### src/rtl/addr_xlate_pkg.sv
package addr_xlate_pkg;

  typedef enum logic [1:0] {
    MODE_PASS  = 2'b00,
    MODE_MASK  = 2'b01,
    MODE_RELOC = 2'b10,
    MODE_RSVD  = 2'b11
  } rxMode_e;

  // strobes from control to datapath
  typedef struct packed {
    logic capture;
    logic usePass;
    logic useMask;
    logic useReloc;
    logic useFold;
  } xlateStrobe_t;

endpackage

### src/rtl/addr_xlate_ctrl.sv
module addr_xlate_ctrl
  import addr_xlate_pkg::*;
(
  input  logic         clk,
  input  logic         rstN,
  input  logic         inValid,
  input  logic         rxEnable,
  input  logic [1:0]   rxMode,
  input  logic         foldEn,
  output xlateStrobe_t strobe,
  output logic         cfgErr
);

  rxMode_e modeSel;
  logic    badMode;

  assign modeSel = rxMode_e'(rxMode);

  always_comb begin
    strobe         = '0;
    strobe.capture = inValid & rxEnable;
    if (foldEn) begin
      strobe.useFold = 1'b1;
    end else begin
      case (modeSel)
        MODE_MASK:  strobe.useMask  = 1'b1;
        MODE_RELOC: strobe.useReloc = 1'b1;
        default:    strobe.usePass  = 1'b1;
      endcase
    end
  end

  assign badMode = strobe.capture & ~foldEn & (modeSel == MODE_RSVD);

  always_ff @(posedge clk) begin
    if (!rstN) cfgErr <= 1'b0;
    else if (badMode) cfgErr <= 1'b1;
  end


  err_sticky_chk: assert property (@(posedge clk) disable iff (!rstN)
    cfgErr |=> cfgErr);


  err_set_chk: assert property (@(posedge clk) disable iff (!rstN)
    (inValid && rxEnable && !foldEn && rxMode == 2'b11) |=> cfgErr);

endmodule

### src/rtl/addr_xlate_dp.sv
module addr_xlate_dp
  import addr_xlate_pkg::*;
#(
  parameter int ADDR_W  = 32,
  parameter int HI_W    = 12,
  parameter int COL_W   = 4,
  parameter int FOLD_LO = 16
) (
  input  logic              clk,
  input  logic              rstN,
  input  xlateStrobe_t      strobe,
  input  logic [ADDR_W-1:0] inAddr,
  input  logic [HI_W-1:0]   selMask,
  input  logic [HI_W-1:0]   patBits,
  input  logic [ADDR_W-1:0] relocOffset,
  input  logic [COL_W-1:0]  colId,
  output logic              outValid,
  output logic [ADDR_W-1:0] outAddr
);

  localparam int LO_W = ADDR_W - HI_W;

  logic [HI_W-1:0]   hiRepl;
  logic [ADDR_W-1:0] maskAddr;
  logic [ADDR_W-1:0] colBase;
  logic [ADDR_W-1:0] relocAddr;
  logic [ADDR_W-1:0] foldAddr;
  logic [ADDR_W-1:0] nextAddr;

  for (genvar b = 0; b < HI_W; b++) begin : g_hiBit
    assign hiRepl[b] = selMask[b] ? patBits[b] : inAddr[LO_W + b];
  end

  assign maskAddr  = {hiRepl, inAddr[LO_W-1:0]};
  assign colBase   = ADDR_W'(colId) << LO_W;
  assign relocAddr = inAddr - colBase + relocOffset;

  always_comb begin
    foldAddr = inAddr;
    foldAddr[FOLD_LO+1:FOLD_LO] = {2{|inAddr[FOLD_LO+1:FOLD_LO]}};
  end

  always_comb begin
    if (strobe.useFold)       nextAddr = foldAddr;
    else if (strobe.useMask)  nextAddr = maskAddr;
    else if (strobe.useReloc) nextAddr = relocAddr;
    else                      nextAddr = inAddr;
  end

  always_ff @(posedge clk) begin
    if (!rstN) begin
      outValid <= 1'b0;
      outAddr  <= '0;
    end else begin
      outValid <= strobe.capture;
      if (strobe.capture) outAddr <= nextAddr;
    end
  end


  latency_chk: assert property (@(posedge clk) disable iff (!rstN)
    strobe.capture |=> outValid);


  idle_low_chk: assert property (@(posedge clk) disable iff (!rstN)
    !strobe.capture |=> !outValid);


  hold_addr_chk: assert property (@(posedge clk) disable iff (!rstN)
    !strobe.capture |=> $stable(outAddr));


  pass_chk: assert property (@(posedge clk) disable iff (!rstN)
    (strobe.capture && strobe.usePass) |=> outAddr == $past(inAddr));


  mask_low_chk: assert property (@(posedge clk) disable iff (!rstN)
    (strobe.capture && strobe.useMask) |=> outAddr[LO_W-1:0] == $past(inAddr[LO_W-1:0]));

endmodule

### src/rtl/rx_addr_xlate.sv
module rx_addr_xlate
  import addr_xlate_pkg::*;
#(
  parameter int ADDR_W  = 32,
  parameter int HI_W    = 12,
  parameter int COL_W   = 4,
  parameter int FOLD_LO = 16
) (
  input  logic              clk,
  input  logic              rstN,
  input  logic              inValid,
  input  logic [ADDR_W-1:0] inAddr,
  input  logic              rxEnable,
  input  logic [1:0]        rxMode,
  input  logic              foldEn,
  input  logic [HI_W-1:0]   selMask,
  input  logic [HI_W-1:0]   patBits,
  input  logic [ADDR_W-1:0] relocOffset,
  input  logic [COL_W-1:0]  colId,
  output logic              outValid,
  output logic [ADDR_W-1:0] outAddr,
  output logic              cfgErr
);

  xlateStrobe_t strobe;

  addr_xlate_ctrl u_ctrl (
    .clk      (clk),
    .rstN     (rstN),
    .inValid  (inValid),
    .rxEnable (rxEnable),
    .rxMode   (rxMode),
    .foldEn   (foldEn),
    .strobe   (strobe),
    .cfgErr   (cfgErr)
  );

  addr_xlate_dp #(
    .ADDR_W  (ADDR_W),
    .HI_W    (HI_W),
    .COL_W   (COL_W),
    .FOLD_LO (FOLD_LO)
  ) u_dp (
    .clk         (clk),
    .rstN        (rstN),
    .strobe      (strobe),
    .inAddr      (inAddr),
    .selMask     (selMask),
    .patBits     (patBits),
    .relocOffset (relocOffset),
    .colId       (colId),
    .outValid    (outValid),
    .outAddr     (outAddr)
  );

endmodule

### config.mk
export PLATFORM = sky130hd
export DESIGN_NAME = rx_addr_xlate
export DESIGN_NICKNAME = d
export VERILOG_FILES = /design/src/rtl/addr_xlate_pkg.sv /design/src/rtl/addr_xlate_ctrl.sv /design/src/rtl/addr_xlate_dp.sv /design/src/rtl/rx_addr_xlate.sv
export SDC_FILE = /design/constraint.sdc
export NUM_CORES = 1
export LEC_CHECK = 0
export ABC_AREA = 0
export BUFFER_PORTS_ARGS = -buffer_cell sky130_fd_sc_hd__clkbuf_2
export CAP_MARGIN = 15
export CORE_MARGIN = 2
export CORE_UTILIZATION = 40
export CTS_BUF_LIST = sky130_fd_sc_hd__clkbuf_8
export DETAILED_ROUTE_END_ITERATION = 12
export PLACE_DENSITY_LB_ADDON = 0.12
export SYNTH_ARGS = -nofsm -noshare
export SYNTH_HDL_FRONTEND = slang
export SYNTH_SLANG_ARGS = --single-unit
### constraint.sdc
create_clock -name clk -period 3.3 [get_ports clk]
set_input_delay 0.165 -clock clk [delete_from_list [all_inputs] [get_ports clk]]
set_output_delay 0.165 -clock clk [all_outputs]
set_load 0.05 [all_outputs]
==> impl_metrics.ini, run 1 <==
[status]
status = finished, final reports clean

[synthesis]
async_flop_share = 0
syn_nets = 759
synth_top_area_cell = ha_1
synth_edf_count = 0
yosysSeqAreaShare = 0.161
synth_top_area_frac = 0.168
post_synth_num_cell_types = 54
synth_ff_type = dfxtp_1
syn_area_um2 = 4240
syn_area_per_cell_um2 = 7.07
yosysWarnings = 0
netlist_top_cells_area = ha_1 17%, dfxtp_1 16%, inv_1 11%
ys_ff_latch = 34
syn_inst = 599

[die]
core-area_um2 = 10300
die_h_um = 107
die_w_um = 107
rows = 37
initial_core_util = 0.410
die-area_um2 = 11400
ios = 133

[setup_path]
rrSetupSlack_ns = 2.34
path_max_fanout = 7
r2r-start = u_dp.outAddr[29]$_SDFFE_PN0P_
critPathArrivalTime_ns = 3.06
rr_endpoint = u_dp.outAddr[29]$_SDFFE_PN0P_
crit_path_start_kind = input port
endpoint_kind = flip-flop
crit_type = in2reg
required_ns = 3.49
r2r_cells = 3

[final_layout]
antenna_cells = 0
area_growth_syn_to_layout_pct = 19.8
multiInputGateArea_um2 = 2980
layout-drive-gt1-share = 0.215
final_cells = 848
layout_common_cells = 132 x clkbuf_2, 124 x inv_1, 57 x ha_1
seqCellArea_um2 = 681
layout.nets = 871
nFillCells = 1070
utilization = 0.492
layout_commonest_cell = clkbuf_2

[sta]
hold_viol = 0
finalCritPeriodShare = 0.869
slew_headroom = 0.496
finClkSkew_ns = 0
setup_tns_ns = 0
fin_hold_ws_ns = 0.119
grt_setup_unrepaired = no
period_minus_slack_ns = 2.87
slew_viol_final = 0
fmax_mhz = 349
setup_viol = 0
tightest_slew_ns = 0.757
worst_slack_ns = 0.433

[min_path]
hold_end = u_dp.outAddr[19]$_SDFFE_PN0P_
hold-path-cell-count = 3
hp-class = in2reg
worstHoldStart = inAddr[19]

[place]
hpwlAfterDp_um = 9620
dp_cells = 840
dp_slack_ns = 0.139
gp_congestion = 0.855
port-buffer-count = 132

[clock_network]
cts-buffers-inserted = 5
cts_hold_buffers = 0
h-tree-depth = 2
clk_pin_slew_ns = 0.08
ctsResizeCount = 0
clk-insertion-delay-late_ns = 0.30
clkSinkCount = 34
cts-root-buf = clkbuf_8
cts_tree = built
post_cts_buffers = 0
clockBufferDepth = 2

[route]
wl_um = 12300
via_per_inst = 5.25
wl_per_cell_um = 14.5
drc = 0
first_iter_violations = 276
vias = 4451
ant_nets = 0
drtPass1Iterations = 4

[power_and_ir_drop]
peakVddDrop_mv = 0.151
p_per_area_nw_per_um2 = 351
p_leak_uw = 0.00281

[global_route]
grt_pass1_vias = 4192
grt_pass1_wl_um = 20200
grt_overflow_total = 0
antenna_found_initial = 0
grt_use_total = 0.217
grt_max_degree = 32

[flow_run]
max_cap_viol_count = 0
synthesized netlist by cell type, types with 4 or more instances:
library cell / count
nand4_1: 4
a21o_1: 8
o211a_1: 13
ha_1: 57
o21a_1: 4
nor3_1: 6
xnor2_1: 11
nor2_1: 20
o21bai_1: 5
dfxtp_1: 34
o211ai_1: 17
clkbuf_1: 29
nor2b_1: 7
xor2_1: 14
nand2_1: 56
o21ai_0: 44
o21ai_1: 4
nand2b_1: 10
a32o_1: 8
nand3_1: 11
inv_1: 123
a31oi_1: 8
a211oi_1: 14
a211o_1: 4
fa_1: 4
a21oi_1: 47
routing by layer:
layer  track usage  share of wire  vias to the layer above
met2         0.350           0.43                      139
li1              -              -                     2281
met1         0.308           0.50                     2018
met3        0.0316          0.052                       13
met4        0.0399          0.011                        0
met5             0              0                        -
area by class of cell:
type                            count  share of cell area
Clock buffer                        6              0.0163
Clock inverter                      2             0.00172
Inverter                          123              0.0909
Multi-Input combinational cell    411               0.587
Sequential cell                    34               0.134
Tap cell                          136              0.0335
Timing Repair Buffer              136               0.136
metrics by stage:
stage                     total power [uW]  area (um^2)
after floorplan                       1180         4240
after global placement                1420         4990
after detailed placement              1430         4990
after CTS                             1790         5080
after global routing                  1920         5080
final                                 1780         5080
worst max-delay path, stage by stage:
cell and delay [ns]:
clkbuf_2 0.09, inv_1 0.04, ha_1 0.27, inv_1 0.04, ha_1 0.37, a2111oi_0 0.42
nor3_1 0.14, a21oi_2 0.20, nor2_2 0.09, a221oi_4 0.33, nor3_1 0.12, nor4b_2 0.31
xnor2_1 0.17, mux2i_1 0.21, a31oi_1 0.10
power breakdown:
part | internal, uW | leakage, uW | switching [uW]
combinational | 379 | 0.00247 | 596
sequential | 438 | 0.000280 | 14.1
clock | 166 | 0.0000524 | 187
worst max path at each step:
stage	from	to	slack (ns)
floorplan	inAddr[6]	u_dp.outAddr[31]$_SDFFE_PN0P_	0.54
global placement	inAddr[21]	u_dp.outAddr[30]$_SDFFE_PN0P_	0.22
detailed placement	inAddr[6]	u_dp.outAddr[31]$_SDFFE_PN0P_	0.14
CTS	inAddr[6]	u_dp.outAddr[31]$_SDFFE_PN0P_	0.46
global route	inAddr[21]	u_dp.outAddr[30]$_SDFFE_PN0P_	0.11
finish	inAddr[6]	u_dp.outAddr[31]$_SDFFE_PN0P_	0.43
registers in the layout, indices dropped and copies added (netlist names):
register / cells
u_ctrl.cfgErr: 1
u_dp.outAddr: 32
u_dp.outValid: 1
cell families (layout without fill, tap and decap cells):
family,Yosys count,count (layout),share of synthesized area
DFF,34,34,0.161
adders and majority gates,61,61,0.187
muxes,2,2,0.00473
AOI/OAI and AO/OA,197,197,0.318
and+or+nand+nor,126,126,0.141
xor gates and xnor gates,25,25,0.0517
buffers and inverters,154,267,0.136
Note: power is estimated with default switching activity, not from simulation.
==> run 2, diff against run 1 <==
--- a/config.mk
+++ b/config.mk
@@ -15,4 +15,5 @@
 export PLACE_DENSITY_LB_ADDON = 0.12
 export SYNTH_ARGS = -nofsm -noshare
 export SYNTH_HDL_FRONTEND = slang
+export SYNTH_HIERARCHICAL = 1
 export SYNTH_SLANG_ARGS = --single-unit
==> run 2 against run 1 <==
  * Sequential share of layout area down 0.35 points
  * Maximum frequency down 2.4%
  * Clock power down 11%
  * Non-clock buffer count up 6
  * Highest routed layer unchanged
==> impl_metrics.ini, run 2 <==
[status]
status = finished, final reports clean

[final_layout]
layout_commonest_cell = inv_1
reg_top3 = u_dp/outAddr: 32 flops, u_ctrl/cfgErr: 1 flops, u_dp/outValid: 1 flops
layout.nets = 915
regMostFlops = u_dp/outAddr
antenna_cells = 0
layout_common_cells = 139 x inv_1, 132 x clkbuf_2, 60 x ha_1
area_growth_syn_to_layout_pct = 20.7
nFillCells = 1107
layout-drive-gt1-share = 0.213
largest_reg_flops = 32

[global_route]
grt_use_total = 0.221
grt_max_degree = 51
antenna_found_initial = 0
grt_pass1_wl_um = 20900
grt_pass1_vias = 4495
grt_overflow_total = 0

[clock_network]
cts_hold_buffers = 0
clk_pin_slew_ns = 0.08
clkSinkCount = 34
clockBufferDepth = 2
cts-root-buf = clkbuf_8
clk-insertion-delay-late_ns = 0.30
cts-buffers-inserted = 5
h-tree-depth = 2
cts_tree = built
ctsResizeCount = 0
post_cts_buffers = 0

[synthesis]
syn_area_um2 = 4320
syn_inst = 626
syn_area_per_cell_um2 = 6.90
yosysWarnings = 6
syn_nets = 789

[route]
first_iter_violations = 251
vias = 4615
wl_um = 12600
drtPass1Iterations = 5
drc = 0
ant_nets = 0
via_per_inst = 5.20
wl_per_cell_um = 14.2

[die]
die_w_um = 108
ios = 133
rows = 37
die-area_um2 = 11600
die_h_um = 108
core-area_um2 = 10400
initial_core_util = 0.415

[sta]
hold_viol = 0
period_minus_slack_ns = 2.94
grt_setup_unrepaired = no
finClkSkew_ns = 0
slew_headroom = 0.585
fmax_mhz = 340
slew_viol_final = 0
worst_slack_ns = 0.363
setup_viol = 0
tightest_slew_ns = 0.607
finalCritPeriodShare = 0.890
setup_tns_ns = 0

[place]
hpwlAfterDp_um = 9950
port-buffer-count = 132
gp_congestion = 0.850
dp_slack_ns = 0.00430

[power_and_ir_drop]
p_leak_uw = 0.00286
peakVddDrop_mv = 0.144
p_per_area_nw_per_um2 = 338

[flow_run]
max_cap_viol_count = 0

[setup_path]
required_ns = 3.50
crit_path_start_kind = input port
critPathArrivalTime_ns = 3.14
path_max_fanout = 6
endpoint_kind = flip-flop
crit_type = in2reg

[min_path]
hp-class = in2reg
## run 2: cell count changes in the layout (fill, tap and decap cells not counted), sizes merged, moves of 8 or more
cell / before / now
a311oi: 2 / 14
a31oi: 8 / 18
a32o: 8 / 0
and3: 1 / 9
inv: 124 / 140
nor2: 21 / 42
o211a: 13 / 0
o211ai: 17 / 8
o21ai: 48 / 40
## run 2: layer usage
layer  wire, um  part of all wire  up-vias  track usage
li1           -                 -     2372            -
met1       5930              0.47     2083        0.292
met2       5820              0.46      151        0.383
met3        755             0.060        9       0.0357
met4        104            0.0082        0       0.0357
met5          0                 0        -            0
## run 2: worst max-delay path, cell delays in order
cell,delay [ns]
clkbuf_2,0.11
inv_1,0.07
fa_1,0.54
inv_1,0.04
ha_1,0.36
nand2_1,0.09
a21oi_1,0.04
a221o_1,0.35
a2111oi_0,0.28
a31oi_1,0.30
a21oi_2,0.29
o21ai_1,0.13
xnor2_1,0.14
o41ai_1,0.24
## run 2: stage by stage
stage | total power (uW) | cells | area [um^2] | utilization | hold WS [ns]
6_report | 1760 | 888 | 5210 | 0.501 | 0.117
5_1_grt | 1910 | 888 | 5210 | 0.501 | 0.121
4_1_cts | 1770 | 888 | 5210 | 0.500 | 0.118
3_5_place_dp | 1440 | 881 | 5130 | 0.493 | 0.437
3_3_place_gp | 1430 | 881 | 5130 | 0.493 | 0.431
2_1_floorplan | 1180 | 626 | 4320 | - | 0.282
## run 2: worst paths after layout
kind	start	endpoint	slack, ns	cells after the start
max	inAddr[21]	u_dp/outAddr[28]$_SDFFE_PN0P_	0.36	14
min	inAddr[9]	u_dp/outAddr[9]$_SDFFE_PN0P_	0.12	3
max reg2reg	u_dp/outAddr[31]$_SDFFE_PN0P_	u_dp/outAddr[31]$_SDFFE_PN0P_	2.02	4
min reg2reg	u_dp/outAddr[26]$_SDFFE_PN0P_	u_dp/outAddr[26]$_SDFFE_PN0P_	0.46	2
## run 2: report_power, final
group / internal (uW) / switching (uW)
combinational: 391 / 604
sequential: 437 / 14.6
clock: 140 / 173
total: 968 / 791
## run 2: area by class of cell
class / instances / area (um^2) / share of cell area
inverters: 138 / 518 / 0.0994
clock buffers: 5 / 68.8 / 0.0132
multi-input cells: 431 / 3030 / 0.582
flip-flops and latches: 34 / 681 / 0.131
clock inverters: 2 / 7.51 / 0.00144
well taps: 136 / 170 / 0.0326
repair buffers: 142 / 736 / 0.141
==> run 3, diff against run 2 <==
--- a/config.mk
+++ b/config.mk
@@ -8,12 +8,13 @@
 export ABC_AREA = 0
 export BUFFER_PORTS_ARGS = -buffer_cell sky130_fd_sc_hd__clkbuf_2
 export CAP_MARGIN = 15
+export CORE_ASPECT_RATIO = 0.5
 export CORE_MARGIN = 2
 export CORE_UTILIZATION = 40
 export CTS_BUF_LIST = sky130_fd_sc_hd__clkbuf_8
 export DETAILED_ROUTE_END_ITERATION = 12
 export PLACE_DENSITY_LB_ADDON = 0.12
+export SLEW_MARGIN = 20
 export SYNTH_ARGS = -nofsm -noshare
 export SYNTH_HDL_FRONTEND = slang
-export SYNTH_HIERARCHICAL = 1
 export SYNTH_SLANG_ARGS = --single-unit
==> run 3 against run 2 <==
  * Sequential power about the same
  * Clock skew unchanged
  * Worst setup slack lost 0.10 ns
  * Die area down 1.4%
  * Flip-flop and latch count is the same
==> impl_metrics.ini, run 3 (synthesis results as in run 1) <==
[final_layout]
reg_top3 = u_dp.outAddr: 32 flops, u_ctrl.cfgErr: 1 flops, u_dp.outValid: 1 flops
layout_commonest_cell = clkbuf_2
utilization = 0.501
largest_reg_flops = 32
layout.nets = 875
regMostFlops = u_dp.outAddr
layout-drive-gt1-share = 0.219
area_growth_syn_to_layout_pct = 21.1
layout_common_cells = 132 x clkbuf_2, 125 x inv_1, 57 x ha_1
antenna_cells = 0

[power_and_ir_drop]
p_per_area_nw_per_um2 = 360
p_leak_uw = 0.00283
peakVddDrop_mv = 0.157
total_power_uw = 1850
clock_power_share = 0.219
switchingPower_uw = 801
p_int_uw = 1050
p_seq_frac = 0.245
swShare = 0.434
p_comb_frac = 0.536

[clock_network]
cts-buffers-inserted = 5
clkSinkCount = 34
h-tree-depth = 2
cts_tree = built
clk-insertion-delay-late_ns = 0.30
clk_pin_slew_ns = 0.08
cts-root-buf = clkbuf_8
clockBufferDepth = 2

[route]
first_iter_violations = 191
wl_per_cell_um = 14.1
drtPass1Iterations = 4
ant_nets = 0
via_per_inst = 5.13
vias = 4387
wl_um = 12100
drc = 0

[global_route]
antenna_found_initial = 0
grt_use_total = 0.211
grt_pass1_vias = 4160
grt_max_degree = 37
grt_overflow_total = 0
grt_pass1_wl_um = 19600

[place]
hpwlAfterDp_um = 9600
port-buffer-count = 132
gp_congestion = 0.863

[die]
die-area_um2 = 11500
rows = 26
die_w_um = 150
initial_core_util = 0.413
core-area_um2 = 10200
ios = 133
die_h_um = 76.8

[sta]
setup_viol = 0
tightest_slew_ns = 0.762
finClkSkew_ns = 0
fmax_mhz = 329
period_minus_slack_ns = 3.04
grt_setup_unrepaired = no
hold_viol = 0
slew_viol_final = 0
slew_headroom = 0.490
finalCritPeriodShare = 0.920

[setup_path]
path_max_fanout = 6
rr_endpoint = u_dp.outAddr[29]$_SDFFE_PN0P_
required_ns = 3.50
r2r-start = u_dp.outAddr[29]$_SDFFE_PN0P_
crit_path_start_kind = input port
critPathLaunch = inAddr[21]
critPathArrivalTime_ns = 3.24
crit_type = in2reg
r2r_cells = 3
endpoint_kind = flip-flop
rrSetupSlack_ns = 2.38

[flow_run]
max_cap_viol_count = 0

[min_path]
worstHoldStart = inAddr[19]
hold-path-cell-count = 3
hp-class = in2reg
hold_end = u_dp.outAddr[19]$_SDFFE_PN0P_

[status]
status = finished, final reports clean
-- run 3: changes by cell type in the layout (fill, tap and decap cells not counted), moves of 6 or more --
cell	previous run	this run
inv_1	139	125
a311oi_1	14	2
nor2_1	42	20
a211oi_1	8	14
o211ai_1	8	17
a32o_1	0	8
o21ai_1	11	4
o21ai_0	29	44
a31oi_1	18	8
and3_1	9	1
o211a_1	0	13
-- run 3: worst max path at each step --
stage                                     to  slack, ns
3_3_place_gp   u_dp.outAddr[30]$_SDFFE_PN0P_      -0.16
6_report       u_dp.outAddr[30]$_SDFFE_PN0P_       0.26
3_5_place_dp   u_dp.outAddr[30]$_SDFFE_PN0P_      -0.15
4_1_cts        u_dp.outAddr[30]$_SDFFE_PN0P_       0.17
5_1_grt        u_dp.outAddr[30]$_SDFFE_PN0P_       0.09
2_1_floorplan  u_dp.outAddr[31]$_SDFFE_PN0P_       0.54
-- run 3: repair_timing --
| action | 4_1_cts | 5_1_grt |
|---|---|---|
| resized for setup | 0 | 1 |
| buffers inserted | 0 | 0 |
| endpoints found under the setup margin | 0 | 1 |
| hold buffers | 0 | 0 |
-- run 3: per-stage QoR --
step           TNS, ns  setup slack [ns]  hold WS (ns)  area (um^2)  std cells
3_5_place_dp    -0.152            -0.152         0.449         5020        848
5_1_grt              0            0.0891         0.142         5130        856
2_1_floorplan        0             0.543         0.318         4240        599
3_3_place_gp    -0.155            -0.155         0.437         5020        848
6_report             0             0.262         0.128         5130        856
4_1_cts              0             0.168         0.122         5130        856
-- run 3: cell type report --
class / instances / area [um^2]
multi-input cells: 411 / 2990
fillers: 1096 / 5120
flip-flops and latches: 34 / 681
well taps: 140 / 175
clock buffers: 5 / 68.8
clock inverters: 3 / 37.5
repair buffers: 140 / 721
inverters: 123 / 462
-- run 3: worst max-delay path, cell delays in order --
cell and delay [ns]:
clkbuf_2 0.09, inv_1 0.10, fa_1 0.56, inv_1 0.04, ha_1 0.37, a21oi_1 0.22
o21ai_0 0.18, nor2_1 0.16, nand2_1 0.08, a21oi_2 0.18, o21ai_0 0.17, a311oi_1 0.36
xor2_1 0.19, o21ai_0 0.10, a32o_1 0.25
-- run 3: routing by layer --
metal | GRT usage | vias up | part of all wire | routed length, um
met2 | 0.345 | 108 | 0.44 | 5280
met4 | 0.0448 | 0 | 0.010 | 120
li1 | - | 2285 | - | -
met5 | 0 | - | 0 | 0
met3 | 0.0262 | 9 | 0.058 | 696
met1 | 0.295 | 1985 | 0.49 | 5960
-- run 3: power groups by stage --
stage | sequential (uW) | clock, uW | combinational, uW
after floorplan | 556 | 0 | 625
after global placement | 462 | 0 | 984
after detailed placement | 462 | 0 | 981
after CTS | 453 | 418 | 989
after global routing | 456 | 433 | 1100
final | 452 | 405 | 989
